<file path="config.mk">
export PLATFORM = sky130hd
export DESIGN_NAME = irq_ctl_unit
export DESIGN_NICKNAME = d
export VERILOG_FILES = /design/src/rtl/irq_ctl_pkg.sv /design/src/rtl/irq_status_reg.sv /design/src/rtl/irq_pending.sv /design/src/rtl/irq_arbiter.sv /design/src/rtl/irq_nest_stack.sv /design/src/rtl/irq_ctl_unit.sv
export SDC_FILE = /design/constraint.sdc
export NUM_CORES = 1
export LEC_CHECK = 0
export BUFFER_PORTS_ARGS = -buffer_cell sky130_fd_sc_hd__buf_2
export CELL_PAD_IN_SITES_DETAIL_PLACEMENT = 0
export CELL_PAD_IN_SITES_GLOBAL_PLACEMENT = 1
export CORE_MARGIN = 2
export CORE_UTILIZATION = 40
export CTS_BUF_LIST = sky130_fd_sc_hd__clkbuf_8
export DETAILED_ROUTE_END_ITERATION = 8
export PLACE_DENSITY = 0.81
export SLEW_MARGIN = 15
export SYNTH_ARGS = -nofsm -noshare
export SYNTH_HDL_FRONTEND = slang
export SYNTH_SLANG_ARGS = --single-unit
</file>
<file path="constraint.sdc">
create_clock -name clk -period 2.2 [get_ports clk]
set_input_delay 0.44 -clock clk [delete_from_list [all_inputs] [get_ports clk]]
set_output_delay 0.44 -clock clk [all_outputs]
set_load 0.1 [all_outputs]
</file>
<file path="src/rtl/irq_ctl_pkg.sv">
package irq_ctl_pkg;
  typedef enum logic {
    SEL_STATUS = 1'b0,
    SEL_CAUSE  = 1'b1
  } regsel_e;

  localparam int GIE_POS = 0;
endpackage

</file>
<file path="src/rtl/irq_status_reg.sv">
module irq_status_reg #(
  parameter int NLVL = 8
) (
  input  logic            clk,
  input  logic            rst,
  input  logic            sw_wr,
  input  logic [NLVL:0]   sw_data,
  input  logic            accept,
  input  logic            restore,
  input  logic            restore_gie,
  output logic            gie,
  output logic [NLVL-1:0] lvl_en
);
  import irq_ctl_pkg::*;

  always_ff @(posedge clk) begin
    if (rst) begin
      gie    <= 1'b0;
      lvl_en <= '0;
    end else begin
      if (sw_wr)
        lvl_en <= sw_data[NLVL:1];
      if (restore)
        gie <= restore_gie;
      else if (accept)
        gie <= 1'b0;
      else if (sw_wr)
        gie <= sw_data[GIE_POS];
    end
  end
endmodule

</file>
<file path="src/rtl/irq_pending.sv">
module irq_pending #(
  parameter int NLVL = 8
) (
  input  logic            clk,
  input  logic            rst,
  input  logic [NLVL-1:0] ext_req,
  input  logic [NLVL-1:0] exc_evt,
  input  logic            clr_wr,
  input  logic [NLVL-1:0] clr_mask,
  output logic [NLVL-1:0] pend
);
  logic [NLVL-1:0] exc_q;
  logic [NLVL-1:0] clr_vec;

  assign clr_vec = clr_wr ? clr_mask : '0;

  always_ff @(posedge clk) begin
    if (rst)
      exc_q <= '0;
    else
      exc_q <= (exc_q & ~clr_vec) | exc_evt;
  end

  assign pend = ext_req | exc_q;
endmodule

</file>
<file path="src/rtl/irq_arbiter.sv">
module irq_arbiter #(
  parameter int NLVL = 8,
  parameter int LW   = 3
) (
  input  logic [NLVL-1:0] pend,
  input  logic [NLVL-1:0] lvl_en,
  input  logic            gie,
  input  logic            busy,
  input  logic [LW-1:0]   cur_lvl,
  input  logic            stack_full,
  output logic            go,
  output logic [LW-1:0]   go_lvl
);
  logic [NLVL-1:0] above;
  logic [NLVL-1:0] elig;

  for (genvar i = 0; i < NLVL; i++) begin : g_lvl
    assign above[i] = !busy || (LW'(i) > cur_lvl);
    assign elig[i]  = pend[i] & lvl_en[i] & above[i];
  end

  always_comb begin
    go_lvl = '0;
    for (int i = 0; i < NLVL; i++)
      if (elig[i]) go_lvl = LW'(i);
  end

  assign go = gie && (|elig) && !stack_full;
endmodule

</file>
<file path="src/rtl/irq_nest_stack.sv">
module irq_nest_stack #(
  parameter int DEPTH = 2,
  parameter int W     = 5,
  parameter int CW    = $clog2(DEPTH + 1)
) (
  input  logic          clk,
  input  logic          rst,
  input  logic          push,
  input  logic          pop,
  input  logic [W-1:0]  din,
  output logic [W-1:0]  dout,
  output logic [CW-1:0] depth,
  output logic          full,
  output logic          empty
);
  logic [W-1:0] slot [DEPTH];

  for (genvar i = 0; i < DEPTH; i++) begin : g_slot
    always_ff @(posedge clk) begin
      if (rst)
        slot[i] <= '0;
      else if (push) begin
        if (i == 0) slot[i] <= din;
        else        slot[i] <= slot[(i == 0) ? 0 : i - 1];
      end else if (pop) begin
        if (i == DEPTH - 1) slot[i] <= '0;
        else                slot[i] <= slot[(i == DEPTH - 1) ? i : i + 1];
      end
    end
  end

  always_ff @(posedge clk) begin
    if (rst)
      depth <= '0;
    else if (push && !full)
      depth <= depth + 1'b1;
    else if (pop && !empty)
      depth <= depth - 1'b1;
  end

  assign dout  = slot[0];
  assign full  = (depth == CW'(DEPTH));
  assign empty = (depth == '0);
endmodule

</file>
<file path="src/rtl/irq_ctl_unit.sv">
module irq_ctl_unit #(
  parameter int NLVL  = 8,
  parameter int DEPTH = 2,
  parameter int DW    = 16,
  parameter int LW    = $clog2(NLVL),
  parameter int CW    = $clog2(DEPTH + 1)
) (
  input  logic            clk,
  input  logic            rst,
  input  logic [NLVL-1:0] ext_req,
  input  logic [NLVL-1:0] exc_evt,
  input  logic            reg_wr,
  input  logic            reg_sel,
  input  logic [DW-1:0]   reg_wdata,
  output logic [DW-1:0]   reg_rdata,
  input  logic            ret_strobe,
  output logic            irq_take,
  output logic [LW-1:0]   irq_level,
  output logic            in_service,
  output logic [LW-1:0]   service_level
);
  import irq_ctl_pkg::*;

  localparam int FW      = LW + 2;
  localparam int SVC_POS = NLVL;
  localparam int BSY_POS = NLVL + LW;
  localparam int DEP_POS = NLVL + LW + 1;

  logic            gie;
  logic [NLVL-1:0] lvl_en;
  logic [NLVL-1:0] pend;
  logic [CW-1:0]   depth;
  logic            stk_full, stk_empty;
  logic [FW-1:0]   stk_out;
  logic            go;
  logic [LW-1:0]   go_lvl;
  logic            accept, restore;
  logic            wr_status, wr_cause;
  logic [DW-1:0]   status_view, cause_view;

  assign wr_status = reg_wr && (reg_sel == SEL_STATUS);
  assign wr_cause  = reg_wr && (reg_sel == SEL_CAUSE);
  assign restore   = ret_strobe && !stk_empty;
  assign accept    = go && !ret_strobe;

  irq_status_reg #(.NLVL(NLVL)) u_status (
    .clk(clk), .rst(rst),
    .sw_wr(wr_status), .sw_data(reg_wdata[NLVL:0]),
    .accept(accept), .restore(restore), .restore_gie(stk_out[FW-1]),
    .gie(gie), .lvl_en(lvl_en)
  );

  irq_pending #(.NLVL(NLVL)) u_pend (
    .clk(clk), .rst(rst),
    .ext_req(ext_req), .exc_evt(exc_evt),
    .clr_wr(wr_cause), .clr_mask(reg_wdata[NLVL-1:0]),
    .pend(pend)
  );

  irq_arbiter #(.NLVL(NLVL), .LW(LW)) u_arb (
    .pend(pend), .lvl_en(lvl_en), .gie(gie),
    .busy(in_service), .cur_lvl(service_level),
    .stack_full(stk_full), .go(go), .go_lvl(go_lvl)
  );

  irq_nest_stack #(.DEPTH(DEPTH), .W(FW), .CW(CW)) u_stack (
    .clk(clk), .rst(rst),
    .push(accept), .pop(restore),
    .din({gie, in_service, service_level}),
    .dout(stk_out), .depth(depth),
    .full(stk_full), .empty(stk_empty)
  );

  always_ff @(posedge clk) begin
    if (rst) begin
      in_service    <= 1'b0;
      service_level <= '0;
      irq_take      <= 1'b0;
      irq_level     <= '0;
    end else begin
      irq_take <= accept;
      if (accept) begin
        in_service    <= 1'b1;
        service_level <= go_lvl;
        irq_level     <= go_lvl;
      end else if (restore) begin
        in_service    <= stk_out[LW];
        service_level <= stk_out[LW-1:0];
      end
    end
  end

  always_comb begin
    status_view = '0;
    status_view[GIE_POS]  = gie;
    status_view[NLVL:1]   = lvl_en;
    cause_view = '0;
    cause_view[NLVL-1:0]           = pend;
    cause_view[SVC_POS +: LW]      = service_level;
    cause_view[BSY_POS]            = in_service;
    cause_view[DEP_POS +: CW]      = depth;
  end

  always_ff @(posedge clk) begin
    if (rst)
      reg_rdata <= '0;
    else
      reg_rdata <= (reg_sel == SEL_CAUSE) ? cause_view : status_view;
  end
endmodule

</file>
==> flow_metrics.env <==
export IMPL_holdPathEnd="u_pend.exc_q[5]"
export IMPL_core_area_um2=5439
export IMPL_vias=1922
export IMPL_path_class="reg2reg"
export IMPL_drive_above_1_share=0.2541
export IMPL_drt_total_wl_um=5138
export IMPL_die_h_um=78.72
export IMPL_cts_hold_buf=0
export IMPL_finalInstanceArea_um2=2639
export IMPL_antenna_found_initial=0
export IMPL_clock_latency_ps=300
export IMPL_tightest_slew_ps=635.7
export IMPL_cts_clk_slew_worst_paths_ps=90
export IMPL_fin_skew_ps=6.281
export IMPL_dieArea_um2=6197
export IMPL_die_w_um=78.72
export IMPL_finalCriticalPeriod_ps=1908
export IMPL_grt_ovfl_total=0
export IMPL_synth_edf_count=10
export IMPL_min_path_cells=3
export IMPL_fin_nets=339
export IMPL_clock_path_buffers=2
export IMPL_htree_levels=2
export IMPL_setup_tns_ps=0
export IMPL_ant_nets=0
export IMPL_drt_vias_per_instance=5.125
export IMPL_vdd_ir_drop_worst_mv=0.3188
export IMPL_start_kind="register"
export IMPL_synth_area_um2=2233
export IMPL_cts_tree="built"
export IMPL_slowest_delay_ps=400
export IMPL_fin_util=0.4852
export IMPL_rsz0062_at_grt="false"
export IMPL_placementRows=27
export IMPL_drt_pass1_iter_count=4
export IMPL_initial_core_util=0.4106
export IMPL_io_buffers=51
export IMPL_numCtsBuffers=5
export IMPL_end_kind="register"
export IMPL_post_route_drc_count=0
export IMPL_post_dp_cell_area_um2=2554
export IMPL_hp_class="in2reg"
export IMPL_timing_rr_end="u_stack.slot[1][0]"
export IMPL_drv_slew=0
export IMPL_cts_setup_buffers=0
export IMPL_cts_resized=0
export IMPL_synth_cell_type_count=46
export IMPL_status="finished, final reports clean"
export IMPL_crit_chain="o31ai_2, a2bb2oi_1, and3_4, buf_4, a211oi_4, and2_1"
export IMPL_fmax_ghz=0.5241
export IMPL_finalCritPeriodShare=0.8673
export IMPL_ios=61
export IMPL_synth_avg_cell_area_um2=8.863
export IMPL_place_congestion=0.8197
export IMPL_slew_headroom=0.5753
export IMPL_p_leak_uw=0.001121
export IMPL_hold_viol=0
export IMPL_drt_iter0_drc=165
export IMPL_drv_cap=0
export IMPL_r2r_slack_ps=290
export IMPL_r2r_cells=6
export IMPL_finalSetupViolCount=0
export IMPL_yosysSeqAreaShare=0.5020
export IMPL_cp_max_fo=11
export IMPL_grt_pass1_wl_um=8148
export IMPL_fill_cells=534
export IMPL_ys_flop_type="dfxtp_1"
export IMPL_hpwl_um=3825
export IMPL_syn_instance_count=252
export IMPL_cp_required_ps=2370
export IMPL_syn2layout_area_growth_pct=18.15
export IMPL_ys_warn_count=0
export IMPL_hold_start="exc_evt[5]"
export IMPL_cpMaxStageDelayCell="a211oi_4"
export IMPL_cp_arrival_ps=2080
export IMPL_antenna_cells=0
export IMPL_grt_max_degree=20
export IMPL_cts_sink_count=51
export IMPL_wl_per_cell_um=13.70
export IMPL_ys_seq_elements=51
export IMPL_p_per_area_nw_per_um2=816.0
export IMPL_grt_pass1_vias=1707
export IMPL_cts_root_buf="clkbuf_8"
export IMPL_ys_async_sr_fraction=0
export IMPL_worstReg2RegStart="service_level[0]"
export IMPL_grtUsageTotal=0.1694
## logic make-up (layout without fill, tap and decap cells)
kind of cell           Yosys count  after routing  synth area share
other                            1              2          0.001679
buffers and inverters           21             71           0.05042
and+or+nand+nor                108            108            0.2258
DFF                             51             51            0.5020
AOI/OAI and AO/OA               69             69            0.2112
muxes                            2              2          0.008964
## cell usage after synthesis, types with 2 or more instances
cell type	number	area share
clkbuf_1	8	0.013
buf_1	2	0.0034
dfxtp_1	41	0.37
buf_2	3	0.0067
o21a_1	3	0.010
a21oi_1	26	0.058
edfxtp_1	10	0.13
nand2b_1	5	0.014
o21ai_1	3	0.0067
and2_1	12	0.034
buf_4	2	0.0067
nor2_1	30	0.050
a211oi_1	7	0.024
a31oi_1	4	0.011
mux2i_1	2	0.0090
a21o_1	2	0.0067
nand3_1	9	0.020
and3_1	2	0.0056
o21ai_0	6	0.013
inv_1	3	0.0050
buf_6	3	0.015
nand2_1	36	0.061
a22o_1	4	0.016
nor3_1	5	0.011
nor2b_1	3	0.0084
## report_power, final
part / switching [uW] / internal [uW] / total, uW / leakage, uW
registers: 71.1 / 1030 / 1110 / 0.000443
logic: 389 / 137 / 526 / 0.000633
clock network: 304 / 218 / 522 / 0.0000453
total: 763 / 1390 / 2150 / 0.00112
## critical path: cells and delay by family (launching register included)
family | cells | cell delay, ps
buffers and inverters | 1 | 150
AND/OR/NAND/NOR | 2 | 410
AO/OA/AOI/OAI | 3 | 830
flip-flops | 1 | 380
## final cells by class
| class | count | area (um2) | share of cell area |
|---|---|---|---|
| Tap cell | 72 | 90.09 | 0.03414 |
| Timing Repair Buffer | 60 | 322.8 | 0.1223 |
| Sequential cell | 51 | 1126 | 0.4267 |
| Clock buffer | 5 | 68.82 | 0.02608 |
| Inverter | 3 | 11.26 | 0.004267 |
| Multi-Input combinational cell | 181 | 1003 | 0.3803 |
| Clock inverter | 3 | 16.27 | 0.006164 |
## sequential cells by signal, summed over array words and instances (netlist names)
register and count:
reg_rdata 14, u_stack.slot 10, u_pend.exc_q 8, u_status.lvl_en 8, irq_level 3, service_level 3, u_stack.depth 2, in_service 1
irq_take 1, u_status.gie 1
## layer usage
layer  vias up  track usage  routed length (um)
met4         0      0.06316                  48
li1        983            -                   -
met1       873       0.2350                2483
met2        59       0.2641                2351
met3         7      0.03068                 254
met5         -            0                   0
## how the worst max path moves through the flow
stage,from,end,depth (start not counted)
3_3_place_gp,ext_req[1],u_stack.slot[0][0],7
5_1_grt,service_level[0],u_stack.slot[1][0],6
4_1_cts,service_level[0],u_stack.slot[1][2],6
3_5_place_dp,ext_req[4],u_stack.slot[0][0],6
2_1_floorplan,in_service,u_stack.slot[0][0],7
6_report,service_level[0],u_stack.slot[1][0],6
## cells in the final DEF (no fill, tap or decap), types with 2 or more instances in the layout
master and n:
a211oi_1 7, a21o_1 2, a21oi_1 26, a22o_1 4
a31oi_1 4, and2_1 12, and3_1 2, buf_2 51
buf_4 9, clkbuf_8 5, conb_1 2, dfxtp_1 37
dfxtp_2 4, edfxtp_1 10, inv_1 4, mux2i_1 2
nand2_1 36, nand2b_1 5, nand3_1 9, nor2_1 30
nor2b_1 3, nor3_1 5, o21a_1 3, o21ai_0 6
o21ai_1 3
## stage by stage
step | cells | hold slack [ps] | power, uW | setup slack [ps]
4_1_cts | 375 | 328.8 | 2166 | 282.1
5_1_grt | 375 | 334.0 | 2255 | 142.0
2_1_floorplan | 253 | 443.3 | 1531 | 4.463
3_5_place_dp | 367 | 438.0 | 1652 | 214.5
3_3_place_gp | 367 | 434.4 | 1648 | 234.2
6_report | 375 | 332.3 | 2153 | 292.0
(Power assumes the default switching activity.)
